**config.mk**
```make
export PLATFORM = sky130hd
export DESIGN_NAME = rtc_trim_div
export DESIGN_NICKNAME = d
export VERILOG_FILES = /design/src/rtl/rtc_trim_pkg.sv /design/src/rtl/rtc_trim_cfg.sv /design/src/rtl/rtc_trim_ctrl.sv /design/src/rtl/rtc_div_core.sv /design/src/rtl/rtc_trim_div.sv
export SDC_FILE = /design/constraint.sdc
export NUM_CORES = 1
export LEC_CHECK = 0
export ABC_CLOCK_PERIOD_IN_PS = 3700
export BUFFER_PORTS_ARGS = -buffer_cell sky130_fd_sc_hd__buf_4
export CAP_MARGIN = 40
export CORE_MARGIN = 2
export CORE_UTILIZATION = 49
export CTS_CLUSTER_SIZE = 10
export DETAILED_ROUTE_END_ITERATION = 10
export PLACE_DENSITY = 0.8
export SLEW_MARGIN = 20
export SYNTH_ARGS = -nofsm -noshare
export SYNTH_HDL_FRONTEND = slang
export SYNTH_SLANG_ARGS = --single-unit
```
**constraint.sdc**
```tcl
create_clock -name clk -period 3.7 [get_ports clk]
set_clock_uncertainty 0.15 [all_clocks]
set_input_delay 0.37 -clock clk [delete_from_list [all_inputs] [get_ports clk]]
set_output_delay 0.37 -clock clk [all_outputs]
set_load 0.05 [all_outputs]
```
**src/rtl/rtc_trim_pkg.sv**
```systemverilog
package rtc_trim_pkg;

    // Deletion controller states
    typedef enum logic [0:0] {
        TS_PASS   = 1'b0,
        TS_DELETE = 1'b1
    } trim_state_e;

    // Write-port target select
    localparam logic SEL_DIVIDER = 1'b0;
    localparam logic SEL_DELETE  = 1'b1;

    // Smallest divider the block accepts
    localparam int MIN_DIV = 2;

endpackage

```
**src/rtl/rtc_trim_cfg.sv**
```systemverilog
module rtc_trim_cfg
    import rtc_trim_pkg::*;
#(
    parameter int DIV_W     = 16,
    parameter int DEL_W     = 10,
    parameter int DIV_RESET = 32768
) (
    input  logic             clk,
    input  logic             rst_n,
    input  logic             wr_en,
    input  logic             wr_sel,
    input  logic [DIV_W-1:0] wr_data,
    input  logic             win_start,
    output logic [DIV_W-1:0] div_act,
    output logic [DEL_W-1:0] del_shd
);

    localparam logic [DIV_W-1:0] DIV_INIT  = DIV_W'(DIV_RESET);
    localparam logic [DIV_W-1:0] DIV_FLOOR = DIV_W'(MIN_DIV);

    logic [DIV_W-1:0] div_shd;
    logic             div_wr_ok;

    // Divider writes below the floor are dropped
    assign div_wr_ok = wr_en && (wr_sel == SEL_DIVIDER) && (wr_data >= DIV_FLOOR);

    always_ff @(posedge clk or negedge rst_n) begin
        if (!rst_n) begin
            div_shd <= DIV_INIT;
            del_shd <= '0;
        end else begin
            if (div_wr_ok) begin
                div_shd <= wr_data;
            end
            if (wr_en && (wr_sel == SEL_DELETE)) begin
                del_shd <= wr_data[DEL_W-1:0];
            end
        end
    end

    // Active divider follows the shadow only at a window start
    always_ff @(posedge clk or negedge rst_n) begin
        if (!rst_n) begin
            div_act <= DIV_INIT;
        end else if (win_start) begin
            div_act <= div_shd;
        end
    end

    // active divider holds between window starts
    p_active_hold_r7: assert property (@(posedge clk) disable iff (!rst_n)
        !win_start |=> $stable(div_act));

endmodule

```
**src/rtl/rtc_trim_ctrl.sv**
```systemverilog
module rtc_trim_ctrl
    import rtc_trim_pkg::*;
#(
    parameter int DEL_W = 10
) (
    input  logic             clk,
    input  logic             rst_n,
    input  logic             win_start,
    input  logic             trim_en,
    input  logic [DEL_W-1:0] del_shd,
    output logic             cnt_en
);

    trim_state_e      state_q, state_d;
    logic [DEL_W-1:0] budget_q, budget_d;

    // Next-state and budget logic
    always_comb begin
        state_d  = state_q;
        budget_d = budget_q;
        unique case (state_q)
            TS_PASS: begin
                if (win_start && trim_en && (del_shd != '0)) begin
                    state_d  = TS_DELETE;
                    budget_d = del_shd;
                end
            end
            TS_DELETE: begin
                budget_d = budget_q - DEL_W'(1);
                if (budget_q == DEL_W'(1)) begin
                    state_d = TS_PASS;
                end
            end
        endcase
    end

    // State register
    always_ff @(posedge clk or negedge rst_n) begin
        if (!rst_n) begin
            state_q  <= TS_PASS;
            budget_q <= '0;
        end else begin
            state_q  <= state_d;
            budget_q <= budget_d;
        end
    end

    // Outputs
    always_comb begin
        unique case (state_q)
            TS_PASS:   cnt_en = 1'b1;
            TS_DELETE: cnt_en = 1'b0;
        endcase
    end

    // a window cannot close while cycles are being removed
    p_no_start_in_delete_r4: assert property (@(posedge clk) disable iff (!rst_n)
        (state_q == TS_DELETE) |-> !win_start);

    // last budget unit returns to pass-through
    p_budget_exit_r4: assert property (@(posedge clk) disable iff (!rst_n)
        (state_q == TS_DELETE && budget_q == DEL_W'(1)) |=> (state_q == TS_PASS));

    // budget never runs out while deleting
    p_budget_live_r4: assert property (@(posedge clk) disable iff (!rst_n)
        (state_q == TS_DELETE) |-> (budget_q != '0));

    // zero count means no deletion
    p_zero_count_r5: assert property (@(posedge clk) disable iff (!rst_n)
        (win_start && del_shd == '0) |=> (state_q == TS_PASS));

    // trim disabled means no deletion
    p_trim_off_r6: assert property (@(posedge clk) disable iff (!rst_n)
        (win_start && !trim_en) |=> (state_q == TS_PASS));

endmodule

```
**src/rtl/rtc_div_core.sv**
```systemverilog
module rtc_div_core
    import rtc_trim_pkg::*;
#(
    parameter int DIV_W     = 16,
    parameter int WIN_TICKS = 1023
) (
    input  logic             clk,
    input  logic             rst_n,
    input  logic             cnt_en,
    input  logic [DIV_W-1:0] div_act,
    output logic             win_start,
    output logic             hz_tick,
    output logic             win_mark
);

    localparam int WIN_W = (WIN_TICKS > 2) ? $clog2(WIN_TICKS) : 1;
    localparam logic [WIN_W-1:0] WIN_LAST = WIN_W'(WIN_TICKS - 1);

    logic [DIV_W-1:0] cnt_q;
    logic [WIN_W-1:0] win_q;
    logic             cnt_last;
    logic             win_last;
    logic             tick_now;

    assign cnt_last  = (cnt_q == (div_act - DIV_W'(1)));
    assign win_last  = (win_q == WIN_LAST);
    assign tick_now  = cnt_en && cnt_last;
    assign win_start = tick_now && win_last;

    // Input-cycle counter
    always_ff @(posedge clk or negedge rst_n) begin
        if (!rst_n) begin
            cnt_q <= '0;
        end else if (cnt_en) begin
            cnt_q <= cnt_last ? '0 : cnt_q + DIV_W'(1);
        end
    end

    // Window tick counter
    always_ff @(posedge clk or negedge rst_n) begin
        if (!rst_n) begin
            win_q <= '0;
        end else if (tick_now) begin
            win_q <= win_last ? '0 : win_q + WIN_W'(1);
        end
    end

    // Registered outputs
    always_ff @(posedge clk or negedge rst_n) begin
        if (!rst_n) begin
            hz_tick  <= 1'b0;
            win_mark <= 1'b0;
        end else begin
            hz_tick  <= tick_now;
            win_mark <= win_start;
        end
    end

    // counters in range
    p_cnt_range_r10: assert property (@(posedge clk) disable iff (!rst_n)
        cnt_q < div_act);
    p_win_range_r10: assert property (@(posedge clk) disable iff (!rst_n)
        win_q <= WIN_LAST);

    // a deleted cycle does not advance the divider
    p_hold_on_delete_r4: assert property (@(posedge clk) disable iff (!rst_n)
        !cnt_en |=> $stable(cnt_q));

    // tick is a single-cycle pulse
    p_tick_pulse_r2: assert property (@(posedge clk) disable iff (!rst_n)
        hz_tick |=> !hz_tick);

    // mark only together with a tick
    p_mark_on_tick_r3: assert property (@(posedge clk) disable iff (!rst_n)
        win_mark |-> hz_tick);

    // the active divider never falls below the floor
    p_div_floor_r8: assert property (@(posedge clk) disable iff (!rst_n)
        div_act >= DIV_W'(MIN_DIV));

endmodule

```
**src/rtl/rtc_trim_div.sv**
```systemverilog
module rtc_trim_div
    import rtc_trim_pkg::*;
#(
    parameter int DIV_W     = 16,
    parameter int DEL_W     = 10,
    parameter int WIN_TICKS = 1023,
    parameter int DIV_RESET = 32768
) (
    input  logic             clk,
    input  logic             rst_n,
    input  logic             wr_en,
    input  logic             wr_sel,
    input  logic [DIV_W-1:0] wr_data,
    input  logic             trim_en,
    output logic             hz_tick,
    output logic             win_mark
);

    logic [DIV_W-1:0] div_act;
    logic [DEL_W-1:0] del_shd;
    logic             win_start;
    logic             cnt_en;

    rtc_trim_cfg #(
        .DIV_W     (DIV_W),
        .DEL_W     (DEL_W),
        .DIV_RESET (DIV_RESET)
    ) u_cfg (
        .clk       (clk),
        .rst_n     (rst_n),
        .wr_en     (wr_en),
        .wr_sel    (wr_sel),
        .wr_data   (wr_data),
        .win_start (win_start),
        .div_act   (div_act),
        .del_shd   (del_shd)
    );

    rtc_trim_ctrl #(
        .DEL_W     (DEL_W)
    ) u_ctrl (
        .clk       (clk),
        .rst_n     (rst_n),
        .win_start (win_start),
        .trim_en   (trim_en),
        .del_shd   (del_shd),
        .cnt_en    (cnt_en)
    );

    rtc_div_core #(
        .DIV_W     (DIV_W),
        .WIN_TICKS (WIN_TICKS)
    ) u_core (
        .clk       (clk),
        .rst_n     (rst_n),
        .cnt_en    (cnt_en),
        .div_act   (div_act),
        .win_start (win_start),
        .hz_tick   (hz_tick),
        .win_mark  (win_mark)
    );

    // quiet outputs while reset is held
    always_comb begin
        if (!rst_n) begin
            p_reset_quiet_r1: assert (!hz_tick && !win_mark);
        end
    end

endmodule

```
==> flow_summary.yaml, run 1 <==
placed_design:
  io_buffers: 22
  dpl.hpwl_microns: 6910
  dp.cells: 546
  gp_congestion: 0.855
sta:
  setup_viol: 0
  drv_slew: 0
  worst_slew_pin_slew_ps: 764
  rsz0062_at_grt: "false"
  fmax_mhz: 294
  period_share_pct: 91.9
  relSlewSlack_pct: 48.4
  setup_tns_ps: 0
  hold_viol_final: 0
  fin_crit_ps: 3400
worst_setup_path:
  max_stage_delay_ps: 700
  crit_chain: "or4_1 > nor4b_2 > mux2i_1 > a211oi_2 > or4b_1 > o211a_1 > a211o_1"
  end_kind: "flop"
  timing.rr.start: "u_cfg.div_act[0]"
  crit_arrival_ps: 3500
  critPathBufInv: 0
  critPathLaunchType: "flop"
  crit_slowest_cell: "or4b_1"
  required_ps: 3800
  path_class: "flop to flop"
  regToRegSetupSlack_ps: 300
  rr_worst_depth: 7
  crit_family: "simple AND/OR/NAND/NOR gates"
  r2r-end: "u_ctrl.budget_q[3]"
  crit_fanout: 10
clock_network:
  cts_tree: "yes"
  clockBufferDepth: 2
  htreeDepth: 3
  cts_buffers: 9
  clock-root-buffer: "clkbuf_8"
  cts.reportedPaths.clkPinSlew_ps: 100
  insertion_delay_ps: 370
  post_cts.repair.setup_buffers: 0
  cts.sinks: 81
  ctsResizeCount: 0
logic_synthesis:
  synth_compound_area_share_pct: 11.8
  syn_avg_cell_area_sq_um: 10.6
  yosysMostFrequentCell: "dfrtp_1"
  synth.net_count: 450
  synth-async-reset-ratio_pct: 100
  synth-seq-cells: 81
  ys_seq_area_share_pct: 45.2
  synthCells: 423
  synthSimpleGateAreaFrac_pct: 20.5
  synth_fa_ha_area_share_pct: 1.67
  synth_top_family_by_area: "simple AND/OR/NAND/NOR gates"
  synthXorXnorAreaFrac_pct: 5.46
  ys.flop_type: "dfrtp_1"
  synth.top_cells.by_area: "dfrtp_1 44%, mux2_2 8.8%, mux2_4 3.0%"
  synth_common_cells: "79 x dfrtp_1, 35 x mux2_2, 31 x nor2_1"
  synthDominantCellAreaShare_pct: 44.0
  yosysUniqueCellTypes: 63
  synth-edff-count: 0
  synth_area_sq_mm: 0.00449
  yosysWarnings: 0
  synth_top_area_cell: "dfrtp_1"
  synthMuxAreaShare_pct: 12.0
drt:
  detail_route.vias_per_cell: 6.02
  drt_iter0_markers: 236
  drc: 0
  ant_nets: 0
  wl_per_cell_microns: 17.1
  firstDrtPassIters: 4
  num_vias: 3391
  drt-total-wl_microns: 9640
grt:
  gr-max-usage-layer: "met2"
  grt_max_degree: 50
  grt.total_usage_pct: 21.0
  use_met1_pct: 27.9
  grt_use_met2_pct: 35.0
  grt_pass1_wl_microns: 16700
  grt_overflow: 0
  grt_pass1_vias: 3446
  gr-usage-met3_pct: 3.58
  grt_antenna_before_repair: 0
min_path:
  holdPathStages: 2
  hold_path_end: "u_cfg.div_shd[11]"
  min_from: "wr_data[11]"
  holdCritPathClass: "input pin to flop"
finish:
  areaGrowthSynthToFinish_pct: 12.5
  final_cells: 563
  nets: 477
  n_fill_cell: 708
  n_antenna_cell: 0
  drive_gt1_share_pct: 24.4
power_and_ir_drop:
  max-vdd-ir-drop_uv: 341
  p_per_area_mw_per_mm2: 444
  p_leak_nw: 2.23
die:
  io_pins: 23
  coreArea_sq_mm: 0.00881
  initial_utilization_pct: 51.0
  die-area_sq_mm: 0.00994
  core.rowCount: 34
  die_w_microns: 99.7
  dieHeight_microns: 99.7
run_status:
  status: "finished clean"
job:
  drv_cap: 0
[what timing repair did]
item                                    4_1_cts  5_1_grt
endpoints found under the setup margin        0        0
hold buffers                                  1        0
hold endpoints to repair                     48        0
[logic make-up after synthesis]
group,Yosys count
DFF,81
buffers and inverters,36
adders and majority gates,6
AOI/OAI and AO/OA,70
and+or+nand+nor,157
muxes,45
xor gates and xnor gates,28
[routing by layer]
metal | vias to the layer above | part of all wire, %
met4 | 0 | 1.2
li1 | 1612 | -
met2 | 77 | 50
met3 | 12 | 3.4
met1 | 1690 | 45
met5 | - | 0
[how the worst max path moves through the flow]
| stage | start | end | slack, ps | depth (start not counted) |
|---|---|---|---|---|
| floorplan | u_cfg.div_act[0] | u_cfg.div_act[10] | 180 | 11 |
| global placement | u_cfg.div_act[0] | u_ctrl.budget_q[3] | 390 | 7 |
| detailed placement | u_cfg.div_act[0] | u_ctrl.budget_q[3] | 310 | 7 |
| CTS | u_cfg.div_act[0] | u_ctrl.budget_q[3] | 310 | 7 |
| global route | u_cfg.div_act[0] | u_ctrl.budget_q[5] | 180 | 8 |
| finish | u_cfg.div_act[0] | u_ctrl.budget_q[3] | 300 | 7 |
[layout by cell type, fill, tap and decap left out, types with 12 or more instances in the layout]
cell,instances
dfrtp_1,79
mux2_2,35
buf_4,34
nor2_1,31
nand2_1,20
nand3_1,18
inv_1,16
xnor2_1,15
o21ai_0,14
xor2_1,13
o211ai_1,12
[where the power goes]
group          switching [W]  leakage, nW  internal [W]
registers           0.000142         1.02       0.00100
logic               0.000162         1.09      0.000194
clock network       0.000352        0.116      0.000392
total               0.000657         2.23       0.00159
[cell type report]
cell class | instances | area, sq um | area share, %
Clock buffer | 9 | 124 | 2.45
Inverter | 16 | 60.1 | 1.19
Tap cell | 108 | 135 | 2.68
Clock inverter | 7 | 104 | 2.06
Sequential cell | 81 | 2030 | 40.2
Timing Repair Buffer | 36 | 285 | 5.65
Multi-Input combinational cell | 306 | 2310 | 45.8
[registers in the layout, summed over array words and instances (netlist names)]
| register | count |
|---|---|
| u_cfg.div_act | 16 |
| u_cfg.div_shd | 16 |
| u_core.cnt_q | 16 |
| u_cfg.del_shd | 10 |
| u_core.win_q | 10 |
| u_ctrl.budget_q | 10 |
| u_core.hz_tick | 1 |
| u_core.win_mark | 1 |
| u_ctrl.state_q | 1 |
[stage by stage]
step / area (sq um) / hold slack (ps) / total power (W) / util, % / setup WS (ps)
after floorplan: 4490 / -75.6 / 0.00138 / - / 185
after global placement: 4790 / 334 / 0.00148 / 54.4 / 392
after detailed placement: 4810 / 287 / 0.00151 / 54.7 / 313
after CTS: 5050 / 87.1 / 0.00226 / 57.4 / 312
after global routing: 5050 / 86.7 / 0.00237 / 57.4 / 178
final: 5050 / 93.5 / 0.00224 / 57.4 / 301
Power figures use the tool's default switching activity.
==> run 2: changes to the inputs <==
--- a/config.mk
+++ b/config.mk
@@ -13,6 +13,7 @@
 export CTS_CLUSTER_SIZE = 10
 export DETAILED_ROUTE_END_ITERATION = 10
 export PLACE_DENSITY = 0.8
+export REMOVE_ABC_BUFFERS = 1
 export SLEW_MARGIN = 20
 export SYNTH_ARGS = -nofsm -noshare
 export SYNTH_HDL_FRONTEND = slang
==> run 2 against run 1 <==
Net effect:
- register-to-register slack improved by 40 ps
- global-route usage shrank 1.0 points
- routed wire length shrank 3.0%
- final area rose by 0.25%
- clock power barely moved
- critical path depth unchanged
- critical endpoint unchanged
- largest power group unchanged
==> flow_summary.yaml, run 2 (synthesized netlist as in run 1, its figures left out) <==
finish:
  n_antenna_cell: 0
  final_area_sq_mm: 0.00506
  layout_common_cells: "79 x dfrtp_1, 35 x mux2_2, 32 x buf_4, 31 x nor2_1, 20 x nand2_1"
  multi_input_area_sq_mm: 0.00232
  drive_gt1_share_pct: 24.2
  reg_top3: "u_cfg.div_act (16), u_cfg.div_shd (16), u_core.cnt_q (16)"
  final_common_cell: "dfrtp_1"
  n_fill_cell: 720
  finish.utilization_pct: 57.5
  final_cells: 562
  areaGrowthSynthToFinish_pct: 12.8
  nets: 476
  seq_area_sq_mm: 0.00203
die:
  die-area_sq_mm: 0.00994
  initial_utilization_pct: 51.0
  dieHeight_microns: 99.7
  die_w_microns: 99.7
  io_pins: 23
  coreArea_sq_mm: 0.00881
  core.rowCount: 34
worst_setup_path:
  crit_slowest_cell: "or4b_1"
  startpoint: "u_cfg.div_act[1]"
  path_class: "flop to flop"
  max_stage_delay_ps: 680
  crit_arrival_ps: 3450
  end_kind: "flop"
  crit_family: "simple AND/OR/NAND/NOR gates"
  critPathBufInv: 0
  crit_fanout: 10
  required_ps: 3790
  crit_chain: "or4_1 > nor4b_2 > mux2i_1 > a211oi_2 > or4b_1 > o211a_1 > a211o_1"
  critPathLaunchType: "flop"
  timing.rr.start: "u_cfg.div_act[1]"
power_and_ir_drop:
  max-vdd-ir-drop_uv: 220
  p_sw_w: 0.000627
  p_comb_share_pct: 15.8
  clkPwrFrac_pct: 33.1
  finalPower_w: 0.00224
  p_leak_nw: 2.23
  p_int_w: 0.00161
  p_seq_share_pct: 51.1
  switching_share_pct: 28.0
  p_per_area_mw_per_mm2: 443
grt:
  grt.total_usage_pct: 20.0
  grt_antenna_before_repair: 0
  grt_overflow: 0
  grt_pass1_wl_microns: 16000
  grt_pass1_vias: 3242
  grt_max_degree: 47
drt:
  drt_iter0_markers: 177
  drc: 0
  detail_route.vias_per_cell: 6.00
  drt-total-wl_microns: 9350
  num_vias: 3373
  ant_nets: 0
  wl_per_cell_microns: 16.6
  firstDrtPassIters: 4
clock_network:
  cts.reportedPaths.clkPinSlew_ps: 80
  cts_buffers: 9
  clock-root-buffer: "clkbuf_8"
  insertion_delay_ps: 350
  clockBufferDepth: 2
  post_cts.repair.setup_buffers: 0
  htreeDepth: 3
  cts.sinks: 81
  cts_tree: "yes"
sta:
  fmax_mhz: 298
  period_share_pct: 90.8
  finalWorstSetupSlack_ps: 340
  fin_crit_ps: 3360
  setup_viol: 0
  rsz0062_at_grt: "false"
  hold_viol_final: 0
  relSlewSlack_pct: 53.6
  drv_slew: 0
  worst_slew_pin_slew_ps: 687
placed_design:
  dp.cells: 545
  dp_worst_setup_slack_ps: 356
  io_buffers: 22
  gp_congestion: 0.942
  dpl.hpwl_microns: 6750
  placed_cell_area_sq_mm: 0.00482
min_path:
  holdCritPathClass: "input pin to flop"
  min_from: "wr_data[14]"
run_status:
  status: "finished clean"
job:
  drv_cap: 0
-- run 2: cell type report --
class	count	area share, %
Multi-Input combinational cell	306	45.8
Sequential cell	81	40.1
Timing Repair Buffer	35	5.71
Clock buffer	12	3.06
Tap cell	108	2.67
Clock inverter	4	1.46
Inverter	16	1.19
-- run 2: worst paths after layout --
kind | to | slack (ps) | depth (start not counted)
min reg2reg | u_cfg.div_act[10] | 360 | 1
min in group asynchronous | u_core.win_q[6] | 360 | 2
max reg2reg | u_ctrl.budget_q[3] | 340 | 7
max | u_ctrl.budget_q[3] | 340 | 7
min | u_cfg.div_shd[14] | 120 | 2
max in group asynchronous | u_cfg.div_act[3] | 2460 | 3
-- run 2: stage by stage --
step / TNS (ps) / hold slack, ps
3_5_place_dp: 0 / 210
2_1_floorplan: -27460 / -75.6
4_1_cts: 0 / 112
5_1_grt: 0 / 111
3_3_place_gp: 0 / 337
6_report: 0 / 119
-- run 2: power groups by stage --
stage	sequential [W]	clock (W)	combinational [W]
4_1_cts	0.00114	0.000751	0.000359
5_1_grt	0.00116	0.000793	0.000403
3_3_place_gp	0.00115	0	0.000339
6_report	0.00115	0.000741	0.000355
3_5_place_dp	0.00116	0	0.000357
2_1_floorplan	0.00112	0	0.000262
-- run 2: metal layers --
metal  share of wire [%]  wire [microns]  global-route usage (%)
met1                  48            4490                    28.8
met2                  47            4380                    31.1
met3                 3.6             333                    2.95
met4                 1.6             150                    6.74
met5                   0               0                       0
-- run 2: what timing repair did --
action,in CTS,in global routing
gates resized for setup,0,0
hold buffers,1,0
endpoints found under the hold margin,33,0
